## config.mk

```make
export PLATFORM = sky130hd
export DESIGN_NAME = exc_entry_seq
export DESIGN_NICKNAME = d
export VERILOG_FILES = /design/src/rtl/exc_pkg.sv /design/src/rtl/exc_sr_force.sv /design/src/rtl/exc_vec_calc.sv /design/src/rtl/exc_frame_mux.sv /design/src/rtl/exc_entry_seq.sv
export SDC_FILE = /design/constraint.sdc
export NUM_CORES = 1
export LEC_CHECK = 0
export BUFFER_PORTS_ARGS = -buffer_cell sky130_fd_sc_hd__buf_2
export CORE_MARGIN = 3
export CORE_UTILIZATION = 40
export DETAILED_ROUTE_END_ITERATION = 8
export PLACE_DENSITY = 0.65
export SYNTH_ARGS = -nofsm -noshare
export SYNTH_HDL_FRONTEND = slang
export SYNTH_SLANG_ARGS = --single-unit
```

## constraint.sdc

```tcl
create_clock -name clk -period 2.48 [get_ports clk]
set_clock_uncertainty 0.2 [all_clocks]
set_input_delay 0.248 -clock clk [delete_from_list [all_inputs] [get_ports clk]]
set_output_delay 0.248 -clock clk [all_outputs]
set_load 0.1 [all_outputs]
```

## src/rtl/exc_pkg.sv

```systemverilog
package exc_pkg;

    typedef enum logic [2:0] {
        ST_IDLE,
        ST_SNAP,
        ST_VEC,
        ST_PUSH,
        ST_RD_HI,
        ST_RD_LO,
        ST_DONE
    } exc_state_e;

    // status word bit positions
    localparam int SR_SUPER_BIT = 13;
    localparam int SR_TRC_HI    = 15;
    localparam int SR_TRC_LO    = 14;

    // frame layout
    localparam int       FRAME_WORDS = 4;
    localparam int       OFS_W       = 12;
    localparam logic [3:0] FMT_CODE  = 4'h0;

endpackage

```

## src/rtl/exc_sr_force.sv

```systemverilog
module exc_sr_force
    import exc_pkg::*;
#(
    parameter int SRW = 16
) (
    input  logic [SRW-1:0] sr_in,
    output logic [SRW-1:0] sr_out
);
    always_comb begin
        sr_out               = sr_in;
        sr_out[SR_SUPER_BIT] = 1'b1;
        sr_out[SR_TRC_HI]    = 1'b0;
        sr_out[SR_TRC_LO]    = 1'b0;
    end
endmodule

```

## src/rtl/exc_vec_calc.sv

```systemverilog
module exc_vec_calc #(
    parameter int AW = 32,
    parameter int VW = 8
) (
    input  logic          clk,
    input  logic          rst_n,
    input  logic          en,
    input  logic [AW-1:0] base,
    input  logic [VW-1:0] vec,
    output logic [AW-1:0] vaddr
);
    localparam int PAD_W = AW - VW - 2;

    logic [AW-1:0] offset;
    assign offset = {{PAD_W{1'b0}}, vec, 2'b00};

    always_ff @(posedge clk or negedge rst_n) begin
        if (!rst_n)  vaddr <= '0;
        else if (en) vaddr <= base + offset;
    end
endmodule

```

## src/rtl/exc_frame_mux.sv

```systemverilog
module exc_frame_mux
    import exc_pkg::*;
#(
    parameter int AW  = 32,
    parameter int DW  = 16,
    parameter int VW  = 8,
    parameter int IXW = 2
) (
    input  logic [IXW-1:0]  idx,
    input  logic [DW-1:0]   sr,
    input  logic [2*DW-1:0] pc,
    input  logic [VW-1:0]   vec,
    input  logic [AW-1:0]   ssp,
    output logic [DW-1:0]   word,
    output logic [AW-1:0]   addr
);
    localparam int FMT_W = DW - OFS_W;
    localparam int OPAD  = OFS_W - VW - 2;
    localparam int BYTES = DW / 8;

    logic [DW-1:0] words [FRAME_WORDS];
    logic [AW-1:0] addrs [FRAME_WORDS];

    // push order: index 0 lands highest
    genvar k;
    generate
        for (k = 0; k < FRAME_WORDS; k++) begin : g_slot
            assign addrs[k] = ssp - AW'(BYTES * (k + 1));
            if (k == 0) begin : g_fmt
                assign words[k] = {FMT_CODE[FMT_W-1:0], {OPAD{1'b0}}, vec, 2'b00};
            end else if (k == 1) begin : g_pclo
                assign words[k] = pc[DW-1:0];
            end else if (k == 2) begin : g_pchi
                assign words[k] = pc[2*DW-1:DW];
            end else begin : g_sr
                assign words[k] = sr;
            end
        end
    endgenerate

    assign word = words[idx];
    assign addr = addrs[idx];
endmodule

```

## src/rtl/exc_entry_seq.sv

```systemverilog
module exc_entry_seq
    import exc_pkg::*;
#(
    parameter int AW = 32,
    parameter int DW = 16,
    parameter int VW = 8
) (
    input  logic          clk,
    input  logic          rst_n,
    input  logic          req_i,
    input  logic [VW-1:0] vec_i,
    input  logic [DW-1:0] sr_i,
    input  logic [AW-1:0] pc_i,
    input  logic [AW-1:0] ssp_i,
    input  logic [AW-1:0] vbr_i,
    output logic          busy_o,
    output logic          sr_wr_o,
    output logic [DW-1:0] sr_new_o,
    output logic          mem_req_o,
    output logic          mem_we_o,
    output logic [AW-1:0] mem_addr_o,
    output logic [DW-1:0] mem_wdata_o,
    input  logic [DW-1:0] mem_rdata_i,
    input  logic          mem_rdy_i,
    output logic          done_o,
    output logic [AW-1:0] pc_new_o,
    output logic [AW-1:0] ssp_new_o
);
    localparam int IXW         = $clog2(FRAME_WORDS);
    localparam int BYTES       = DW / 8;
    localparam int FRAME_BYTES = FRAME_WORDS * BYTES;
    localparam logic [IXW-1:0] LAST_IX = IXW'(FRAME_WORDS - 1);

    exc_state_e     state_q, state_d;
    logic [IXW-1:0] idx_q;
    logic [VW-1:0]  vec_q;
    logic [DW-1:0]  sr_q;
    logic [AW-1:0]  pc_q, ssp_q, vbr_q;
    logic [DW-1:0]  hi_q;
    logic [AW-1:0]  pc_new_q;

    logic           xfer;
    logic [AW-1:0]  vaddr;
    logic [DW-1:0]  push_word;
    logic [AW-1:0]  push_addr;
    logic [DW-1:0]  sr_forced;

    assign xfer = mem_req_o && mem_rdy_i;

    exc_sr_force #(.SRW(DW)) u_force (
        .sr_in  (sr_q),
        .sr_out (sr_forced)
    );

    exc_vec_calc #(.AW(AW), .VW(VW)) u_vec (
        .clk   (clk),
        .rst_n (rst_n),
        .en    (state_q == ST_VEC),
        .base  (vbr_q),
        .vec   (vec_q),
        .vaddr (vaddr)
    );

    exc_frame_mux #(.AW(AW), .DW(DW), .VW(VW), .IXW(IXW)) u_frame (
        .idx  (idx_q),
        .sr   (sr_q),
        .pc   (pc_q),
        .vec  (vec_q),
        .ssp  (ssp_q),
        .word (push_word),
        .addr (push_addr)
    );

    // state register
    always_ff @(posedge clk or negedge rst_n) begin
        if (!rst_n) state_q <= ST_IDLE;
        else        state_q <= state_d;
    end

    // next state
    always_comb begin
        state_d = state_q;
        unique case (state_q)
            ST_IDLE:  if (req_i) state_d = ST_SNAP;
            ST_SNAP:  state_d = ST_VEC;
            ST_VEC:   state_d = ST_PUSH;
            ST_PUSH:  if (xfer && idx_q == LAST_IX) state_d = ST_RD_HI;
            ST_RD_HI: if (xfer) state_d = ST_RD_LO;
            ST_RD_LO: if (xfer) state_d = ST_DONE;
            ST_DONE:  state_d = ST_IDLE;
            default:  state_d = ST_IDLE;
        endcase
    end

    // datapath registers
    always_ff @(posedge clk or negedge rst_n) begin
        if (!rst_n) begin
            idx_q    <= '0;
            vec_q    <= '0;
            sr_q     <= '0;
            pc_q     <= '0;
            ssp_q    <= '0;
            vbr_q    <= '0;
            hi_q     <= '0;
            pc_new_q <= '0;
        end else begin
            if (state_q == ST_IDLE && req_i) begin
                vec_q <= vec_i;
                sr_q  <= sr_i;
                pc_q  <= pc_i;
                ssp_q <= ssp_i;
                vbr_q <= vbr_i;
                idx_q <= '0;
            end
            if (state_q == ST_PUSH && xfer) idx_q <= idx_q + 1'b1;
            if (state_q == ST_RD_HI && xfer) hi_q <= mem_rdata_i;
            if (state_q == ST_RD_LO && xfer) pc_new_q <= AW'({hi_q, mem_rdata_i});
        end
    end

    // outputs
    always_comb begin
        busy_o      = 1'b1;
        sr_wr_o     = 1'b0;
        mem_req_o   = 1'b0;
        mem_we_o    = 1'b0;
        mem_addr_o  = '0;
        mem_wdata_o = '0;
        done_o      = 1'b0;
        unique case (state_q)
            ST_IDLE:  busy_o = 1'b0;
            ST_SNAP:  sr_wr_o = 1'b1;
            ST_VEC:   ;
            ST_PUSH: begin
                mem_req_o   = 1'b1;
                mem_we_o    = 1'b1;
                mem_addr_o  = push_addr;
                mem_wdata_o = push_word;
            end
            ST_RD_HI: begin
                mem_req_o  = 1'b1;
                mem_addr_o = vaddr;
            end
            ST_RD_LO: begin
                mem_req_o  = 1'b1;
                mem_addr_o = vaddr + AW'(BYTES);
            end
            ST_DONE:  done_o = 1'b1;
            default:  busy_o = 1'b0;
        endcase
    end

    assign sr_new_o  = sr_forced;
    assign pc_new_o  = pc_new_q;
    assign ssp_new_o = ssp_q - AW'(FRAME_BYTES);

endmodule

```

==> metrics.md, run 1 <==
| Metric | Value |
|---|---|
| WL/cell | `about 19 um` |
| Synth Flop Type | `dfrtp_1` |
| DRC errors left | `0` |
| Via Count | `9,927` |
| Worst EP arrival | `between 2 and 3 ns` |
| Worst setup margin | `-0.952 ns` |
| GRT Total Usage | `between 20% and 30%` |
| Commonest cells post-synth | `dfrtp_1 (205), mux2_2 (172), nand2_1 (91)` |
| Layout cell share with drive strength beyond 1 | `56.2%` |
| Largest net degree at the start of global routing | `64` |
| Final net count | `approximately 1,700` |
| Main combinational cell family by area after synthesis | `multiplexers` |
| Drt first pass iters | `5` |
| Post-Synth Simple-Gate Area | `13.0%` |
| Violated checks | `setup timing` |
| Post-Synth Adder-Cell Area | `2.00%` |
| Total Routed Length | `about 37 mm` |
| Synth warnings | `0` |
| Seq/Total Area, Yosys | `between 40% and 50%` |
| TritonCTS clock tree | `yes` |
| Total grt overflow | `0` |
| IO Pins | `273` |
| Synthesized cell area | `11,000 um^2` |
| Critical path class | `reg -> out` |
| Fillcell total | `1,719` |
| Slew margin rel. | `62.7%` |
| Place WS | `-0.385 ns` |
| Mux contribution to synthesized area | `19.3%` |
| Number of global-route vias before repair | `10,300` |
| Post-synth EDFFs | `0` |
| IO Port Bufs | `269` |
| Setup-failing EPs final | `71` |
| Die Area | `approximately 30,000 um^2` |
| Minimum clock period | `3.43 ns` |
| Syn_area_per_cell | `11.0 um^2` |
| CTS Sinks | `approximately 200` |
| Fraction of the mapped netlist area in compound gates | `around 6.3%` |
| Relative area change from synthesis to final layout | `76.7%` |
| Worst-Skew Late Latency | `0.52 ns` |
| Max clock buf depth | `3` |
| Post-synthesis xor/xnor area fraction | `under 10%` |
| Die X | `172 um` |
| Clock H-tree levels | `1` |
| Library cells used by synthesis | `57` |
| CP Capture Type | `primary output` |
| Hold crit path type | `in -> async` |
| Final Hold Fails | `0` |
| Synth area leader | `dfrtp_1` |
| Placed inst area | `15,900 um^2` |
| Max cap viols | `0` |
| Initial Util | `40.8%` |
| Max FO, Critical Path | `4` |
| Die height | `around 170 um` |
| Row cnt | `60` |
| Final Util | `between 70 and 80%` |
| Global-route wire length before repair | `55.8 mm` |
| Fin area | `19,500 um^2` |
| Fin. max-slew vios | `0` |
| Core region area | `27,000 um^2` |
| Fin crit share | `138%` |
| Initial antenna violation count | `0` |
| Main area contributors after synthesis | `dfrtp_1 (47%), mux2_2 (18%), xor2_1 (5.9%), nand2_1 (3.1%), xnor2_1 (2.9%)` |
| Flops & latches, synth | `205` |
| Fmax | `between 200 and 300 MHz` |
| DP HPWL | `23.8 mm` |
| Antenna diodes | `0` |
| RSZ-0062 raised after global routing | `yes` |
| Vias/cell | `5.20` |
| Async S/R FF share, synth | `100%` |
| Clock transition at the registers of the reported paths | `0.06 ns` |
| Status | `finished, violations left` |
| Antenna-violating nets left | `0` |
| Crit start category | `register` |
| Worst-margin pin slew | `0.560 ns` |
| Top-area cell type share of the netlist area | `46.5%` |
| DR iter-0 viols | `541` |
| GPL Wtd Cong | `0.867` |
| Root buffer cell | `clkbuf_16` |
| Gate Count Post-Synth | `1,007` |
| CTS buffer count | `24` |
| Most common cell in the netlist | `dfrtp_1` |
| Worst EP required | `approximately 2.0 ns` |
-- worst paths after layout --
check | start | to | slack (ns) | cells after the start
min in group clk | vbr_q[0] | u_vec.vaddr[0] | 0.28 | 2
min | rst_n | sr_q[11] | 0.09 | 2
max in group asynchronous | rst_n | idx_q[1] | 1.25 | 3
min reg2reg | vbr_q[0] | u_vec.vaddr[0] | 0.28 | 2
max | ssp_q[16] | mem_addr_o[30] | -0.95 | 8
max reg2reg | vec_q[0] | u_vec.vaddr[22] | 0.09 | 10
-- cells by family after synthesis --
kind of cell,after synthesis
muxes,181
DFF,205
and+or+nand+nor,280
AOI/OAI and AO/OA,116
adders and majority gates,17
buffers and inverters,95
xor gates and xnor gates,111
other,2
-- routing by layer --
| layer | vias to the layer above | share of wire (%) | GRT usage [%] |
|---|---|---|---|
| li1 | 4631 | - | - |
| met1 | 4848 | 41 | 30.7 |
| met2 | 347 | 49 | 40.4 |
| met3 | 101 | 5.9 | 4.87 |
| met4 | 0 | 3.9 | 6.59 |
| met5 | - | 0 | 0 |
-- registers in the layout, summed over array words and instances (netlist names), 3 cells and up --
register / count
vec_q: 8
pc_q: 32
hi_q: 16
state_q: 3
u_vec.vaddr: 32
ssp_q: 32
pc_new_o: 32
sr_q: 16
vbr_q: 32
-- cells in the final DEF, fill, tap and decap left out, types with 7 or more instances in the layout --
cell type and instances:
dfrtp_1 199, buf_2 190, mux2_2 171, buf_4 142, dlygate4sd3_1 139, buf_12 91, nand2_1 78, xor2_1 51
o21ai_0 39, o22ai_4 30, buf_6 30, nor2_1 28, clkbuf_16 26, nand4_1 25, nand3_1 19, xor2_4 16
nor2_4 14, xnor2_1 14, xnor2_4 13, nor3_4 11, and3_1 11, inv_1 10, xnor2_2 10, nor4_4 9
ha_1 9, a21oi_1 8, a22oi_2 8, mux4_2 8, and2_4 8, clkbuf_8 8, nor3_1 7, xor2_2 7
-- per-stage QoR --
| step | cells | hold WS (ns) | setup TNS [ns] |
|---|---|---|---|
| floorplan | 1008 | -0.248 | -31.92 |
| global placement | 1694 | 0.0813 | -4.95 |
| detailed placement | 1694 | 0.0756 | -5.79 |
| CTS | 1897 | 0.0937 | -32.00 |
| global route | 1910 | 0.136 | -38.86 |
| finish | 1910 | 0.0930 | -33.62 |
-- worst max-delay path: stages, from the launching register on --
cell     delay, ns
dfrtp_1       0.39
or4_4         0.56
or3_4         0.37
buf_4         0.16
nor4_4        0.18
nor3b_4       0.33
xnor2_2       0.12
o22ai_4       0.16
buf_12        0.20
-- cell type report --
cell class / count / area (um^2) / area share (%)
Clock buffer: 37 / 719 / 3.69
Multi-Input combinational cell: 708 / 7360 / 37.8
Clock inverter: 6 / 96.3 / 0.494
Timing Repair Buffer: 600 / 5700 / 29.2
Sequential cell: 205 / 5140 / 26.4
Inverter: 13 / 52.6 / 0.270
Tap cell: 341 / 427 / 2.19
-- what timing repair did --
action | in CTS | in global routing
setup endpoints to repair | 76 | 85
pin swaps | 50 | 48
cloned | 1 | 1
hold buffers | 139 | 0
setup buffers | 25 | 16
gates resized for setup | 151 | 77
hold endpoints to repair | 303 | 0
Power of run 1 is not shown: default switching activity piles up to over one toggle a cycle in this logic, so the estimate is an artifact.
==> inputs of run 2 (changes only) <==
--- a/config.mk
+++ b/config.mk
@@ -9,6 +9,7 @@
 export CORE_MARGIN = 3
 export CORE_UTILIZATION = 40
 export DETAILED_ROUTE_END_ITERATION = 8
+export GPL_TIMING_DRIVEN = 1
 export PLACE_DENSITY = 0.65
 export SYNTH_ARGS = -nofsm -noshare
 export SYNTH_HDL_FRONTEND = slang
==> constraint.sdc (replaced) <==
create_clock -name clk -period 2.8 [get_ports clk]
set_clock_uncertainty 0.2 [all_clocks]
set_input_delay 0.28 -clock clk [delete_from_list [all_inputs] [get_ports clk]]
set_output_delay 0.28 -clock clk [all_outputs]
set_load 0.1 [all_outputs]
==> metrics.md, run 2 (synthesized netlist as in run 1, its figures left out) <==
| Metric | Value |
|---|---|
| Worst flop-to-flop path startpoint | `vec_q[0]` |
| Number of global-route vias before repair | `10,300` |
| Total Routed Length | `roughly 37 mm` |
| Clock H-tree levels | `1` |
| Layout cell share with drive strength beyond 1 | `54.0%` |
| TritonCTS clock tree | `yes` |
| Worst EP arrival | `2.91 ns` |
| Worst setup margin | `-0.590 ns` |
| Final net count | `1,668` |
| Status | `finished, violations left` |
| Largest net degree at the start of global routing | `100` |
| Minimum clock period | `between 3 and 4 ns` |
| Worst EP required | `2.32 ns` |
| DP HPWL | `23.5 mm` |
| CP Capture Type | `primary output` |
| CTS Sinks | `205` |
| IO Port Bufs | `269` |
| Post-route setup TNS | `-19.91 ns` |
| DR top layer | `met4` |
| Via Count | `9,846` |
| Place WS | `-0.0310 ns` |
| Fillcell total | `1,791` |
| Core region area | `~27,000 um^2` |
| GPL Wtd Cong | `0.877` |
| WP buf/inv | `4` |
| Slowest cell on the critical path | `dfrtp_1` |
| Die height | `roughly 170 um` |
| Crit-path cells | `clkinvlp_4, buf_6, ha_4, and4b_1, a41oi_2, buf_12, nand4_1, xor2_2, o22ai_4, buf_12` |
| Root buffer cell | `clkbuf_16` |
| Fin crit share | `121%` |
| GRT Total Usage | `between 20% and 30%` |
| Max cap viols | `0` |
| Hold crit path type | `in -> async` |
| Die X | `172 um` |
| Worst-Skew Late Latency | `between 0.5 and 0.6 ns` |
| Row cnt | `60` |
| Cell family with most CP delay | `buffers and inverters` |
| Max FO, Critical Path | `8` |
| Clock transition at the registers of the reported paths | `about 0.06 ns` |
| Critical path class | `reg -> out` |
| Total grt overflow | `0` |
| DRC errors left | `0` |
| WL/cell | `19.9 um` |
| Global-route wire length before repair | `56.1 mm` |
| WL met3 | `2.09 mm` |
| Violated checks | `setup timing` |
| Cell repeated most along the worst path | `buf_12` |
| Max stage delay on crit path | `0.41 ns` |
| Crit. Startpoint | `ssp_q[3]` |
| IO Pins | `about 270` |
| Worst-margin pin slew | `0.879 ns` |
| Most frequent cells in the layout | `dfrtp_1 (196), buf_2 (192), mux2_2 (172)` |
| M1 WL | `15.0 mm` |
| Initial antenna violation count | `2` |
| Setup-failing EPs final | `51` |
| CTS buffer count | `25` |
| RSZ-0062 raised after global routing | `yes` |
| Drt first pass iters | `5` |
| DR iter-0 viols | `503` |
| Max clock buf depth | `3` |
| Vias/cell | `~5.3` |
| Met2 Wirelength | `19.0 mm` |
| Initial Util | `40.8%` |
| Antenna-violating nets left | `0` |
| Crit start category | `register` |
| Relative area change from synthesis to final layout | `71.3%` |
| Slew margin rel. | `41.4%` |
| Final Hold Fails | `0` |
| Fmax | `295 MHz` |
| Die Area | `29,600 um^2` |
| Fin. max-slew vios | `0` |
| Most common cell after layout, fill and taps aside | `dfrtp_1` |
run 2: path summary, 6_finish.rpt:
kind / cells past startpoint / slack (ns) / to
worst max register to register: 9 / 0.27 / u_vec.vaddr[20]
min in group clk: 2 / 0.28 / u_vec.vaddr[1]
worst max-delay path: 10 / -0.59 / mem_addr_o[11]
max in group asynchronous: 3 / 1.52 / ssp_q[9]
worst min-delay path: 2 / 0.1 / pc_q[29]
worst min register to register: 2 / 0.28 / u_vec.vaddr[1]
run 2: area by class of cell:
class	instances	area [um^2]	area share, %
flip-flops and latches	205	5140	27.2
well taps	341	427	2.26
clock inverters	6	124	0.656
inverters	13	56.3	0.298
repair buffers	558	5190	27.5
multi-input cells	708	7210	38.2
diodes	3	7.51	0.0397
clock buffers	39	738	3.91
run 2: repair_timing:
action	in CTS	in global routing
resized for setup	125	56
cloned	1	0
endpoints found under the setup margin	60	80
pin swaps	49	39
hold buffers	139	0
setup buffers	42	22
hold endpoints to repair	285	0
run 2: per-layer routing:
metal,vias up,track usage [%]
met3,79,4.48
met5,-,0
li1,4555,-
met1,4872,29.9
met2,340,41.5
met4,0,7.29
run 2: stage by stage:
step	hold WS (ns)	util, %	cell area [um^2]	cells
floorplan	-0.216	-	12200	1008
global placement	0.107	56.8	15400	1628
detailed placement	0.107	56.8	15400	1628
CTS	0.111	68.5	18500	1855
global route	0.152	69.9	18900	1872
finish	0.0994	69.9	18900	1873
Power of run 2 is left out for the same reason.
==> inputs of run 3 (changes only) <==
--- a/config.mk
+++ b/config.mk
@@ -11,6 +11,7 @@
 export DETAILED_ROUTE_END_ITERATION = 8
 export GPL_TIMING_DRIVEN = 1
 export PLACE_DENSITY = 0.65
+export SKIP_CTS_REPAIR_TIMING = 1
 export SYNTH_ARGS = -nofsm -noshare
 export SYNTH_HDL_FRONTEND = slang
 export SYNTH_SLANG_ARGS = --single-unit
==> constraint.sdc (replaced) <==
create_clock -name clk -period 3.1 [get_ports clk]
set_clock_uncertainty 0.2 [all_clocks]
set_input_delay 0.31 -clock clk [delete_from_list [all_inputs] [get_ports clk]]
set_output_delay 0.31 -clock clk [all_outputs]
set_load 0.1 [all_outputs]
==> metrics.md, run 3 (synthesized netlist as in run 1, its figures left out) <==
| Metric | Value |
|---|---|
| Die height | `172 um` |
| Most common cell after layout, fill and taps aside | `buf_2` |
| DP HPWL | `22.6 mm` |
| Most frequent cells in the layout | `buf_2 (209), dfrtp_1 (200), mux2_2 (172)` |
| Crit-path cells | `or4_4, or3_4, or3_4, nor3_2, xnor2_1, o22ai_4, buf_12` |
| GRT met3 Usage | `around 5.5%` |
| Worst-margin pin slew | `0.930 ns` |
| Max stage delay on crit path | `0.56 ns` |
| Final Util | `65.0%` |
| Multi-input gate area | `6810 um^2` |
| Drt first pass iters | `5` |
| DRC errors left | `0` |
| Antenna-violating nets left | `0` |
| Fin area | `17,600 um^2` |
| GPL Wtd Cong | `0.879` |
| Worst r2r path cells | `9` |
| Fin crit share | `112%` |
| Number of global-route vias before repair | `just under 9,000` |
| Setup-failing EPs final | `35` |
| WP buf/inv | `1` |
| RSZ-0062 raised after global routing | `yes` |
| Most used routing layer in global routing | `met2` |
| Met1 Use GR | `26.0%` |
| WL/cell | `18.3 um` |
| Post-route setup TNS | `-5.49 ns` |
| Worst EP required | `2.59 ns` |
| Critical path class | `reg -> out` |
| Initial antenna violation count | `1` |
| DR iter-0 viols | `376` |
| Worst-Skew Late Latency | `0.54 ns` |
| Die X | `172 um` |
| Initial Util | `40.8%` |
| CTS Sinks | `205` |
| Worst path depth | `7` |
| Max FO, Critical Path | `4` |
| Hold Crit Depth | `4` |
| Total grt overflow | `0` |
| CTS buffer count | `24` |
| Violated checks | `hold timing, setup timing` |
| Hold WS | `-0.0155 ns` |
| Core region area | `approximately 27,000 um^2` |
| Global-route wire length before repair | `between 40 and 50 mm` |
| Crit start category | `register` |
| Die Area | `29,600 um^2` |
| Layout cell share with drive strength beyond 1 | `49.8%` |
| Max cap viols | `0` |
| Final net count | `1,594` |
| Fin. max-slew vios | `0` |
| Status | `finished, violations left` |
| Vias/cell | `5.18` |
| Met2 Usage GRT | `32.9%` |
| FF/Latch Area | `5140 um^2` |
| Hold crit path type | `in -> reg` |
| Placed inst area | `14,600 um^2` |
| Via Count | `9,305` |
| Largest net degree at the start of global routing | `74` |
| Total Routed Length | `32.9 mm` |
| Root buffer cell | `clkbuf_16` |
| Slew margin rel. | `38.0%` |
| IO Pins | `273` |
| Worst EP arrival | `2.96 ns` |
| Relative area change from synthesis to final layout | `59.2%` |
| GRT Total Usage | `19.8%` |
| Worst setup margin | `-0.370 ns` |
| Cell repeated most along the worst path | `or3_4` |
| Max clock buf depth | `3` |
| Minimum clock period | `3.47 ns` |
| CP Capture Type | `primary output` |
| TritonCTS clock tree | `yes` |
| Cell family with most CP delay | `simple AND/OR/NAND/NOR gates` |
| Fillcell total | `1,992` |
| Fmax | `288 MHz` |
| IO Port Bufs | `269` |
| Clock transition at the registers of the reported paths | `approximately 0.060 ns` |
| Final Hold Fails | `1` |
| Clock H-tree levels | `1` |
| Slowest cell on the critical path | `or4_4` |
| Row cnt | `60` |
==> run 3: cell count changes in the layout (fill, tap and decap cells not counted), moves of 8 or more <==
cell	change
buf_4	-45
and2_2	-8
nand2_1	+8
buf_2	+17
nor2_2	+13
nor2_4	-12
and2_1	+8
nand2_4	-8
buf_6	-30
buf_12	-12
==> run 3: final timing paths <==
path                       startpoint               to  slack [ns]
max in group asynchronous       rst_n        ssp_q[20]        1.73
min                             req_i       state_q[0]       -0.02
max                         ssp_q[16]   mem_addr_o[26]       -0.37
min in group asynchronous       rst_n         pc_q[16]        0.17
max reg2reg                  vec_q[0]  u_vec.vaddr[14]        0.42
min reg2reg                  vbr_q[1]   u_vec.vaddr[1]        0.27
==> run 3: final cells by class <==
class | instances | area share [%]
Inverter | 13 | 0.321
Antenna cell | 2 | 0.0285
Sequential cell | 205 | 29.2
Tap cell | 341 | 2.43
Timing Repair Buffer | 485 | 24.5
Multi-Input combinational cell | 708 | 38.8
Clock buffer | 33 | 3.90
Clock inverter | 11 | 0.784
==> run 3: per-stage QoR <==
stage	instances	setup WS (ns)
floorplan	1008	-0.543
CTS	1633	-0.442
global placement	1589	0.167
finish	1798	-0.370
global route	1797	-0.442
detailed placement	1589	0.131
==> run 3: layer usage <==
layer	vias up	wire length [um]	share of wire [%]
li1	4393	-	-
met4	0	823	2.5
met1	4580	13800	42
met2	277	16400	50
met3	55	1850	5.6
met5	-	0	0
==> run 3: worst register-to-register path, stage by stage (launching register included) <==
cell,delay (ns)
dfrtp_1,0.39
ha_1,0.19
inv_1,0.06
fa_1,0.38
nand2b_1,0.18
a211oi_1,0.23
a211o_1,0.42
nand3_1,0.15
xor2_1,0.19
o21ai_0,0.11
Power of run 3 is left out for the same reason.
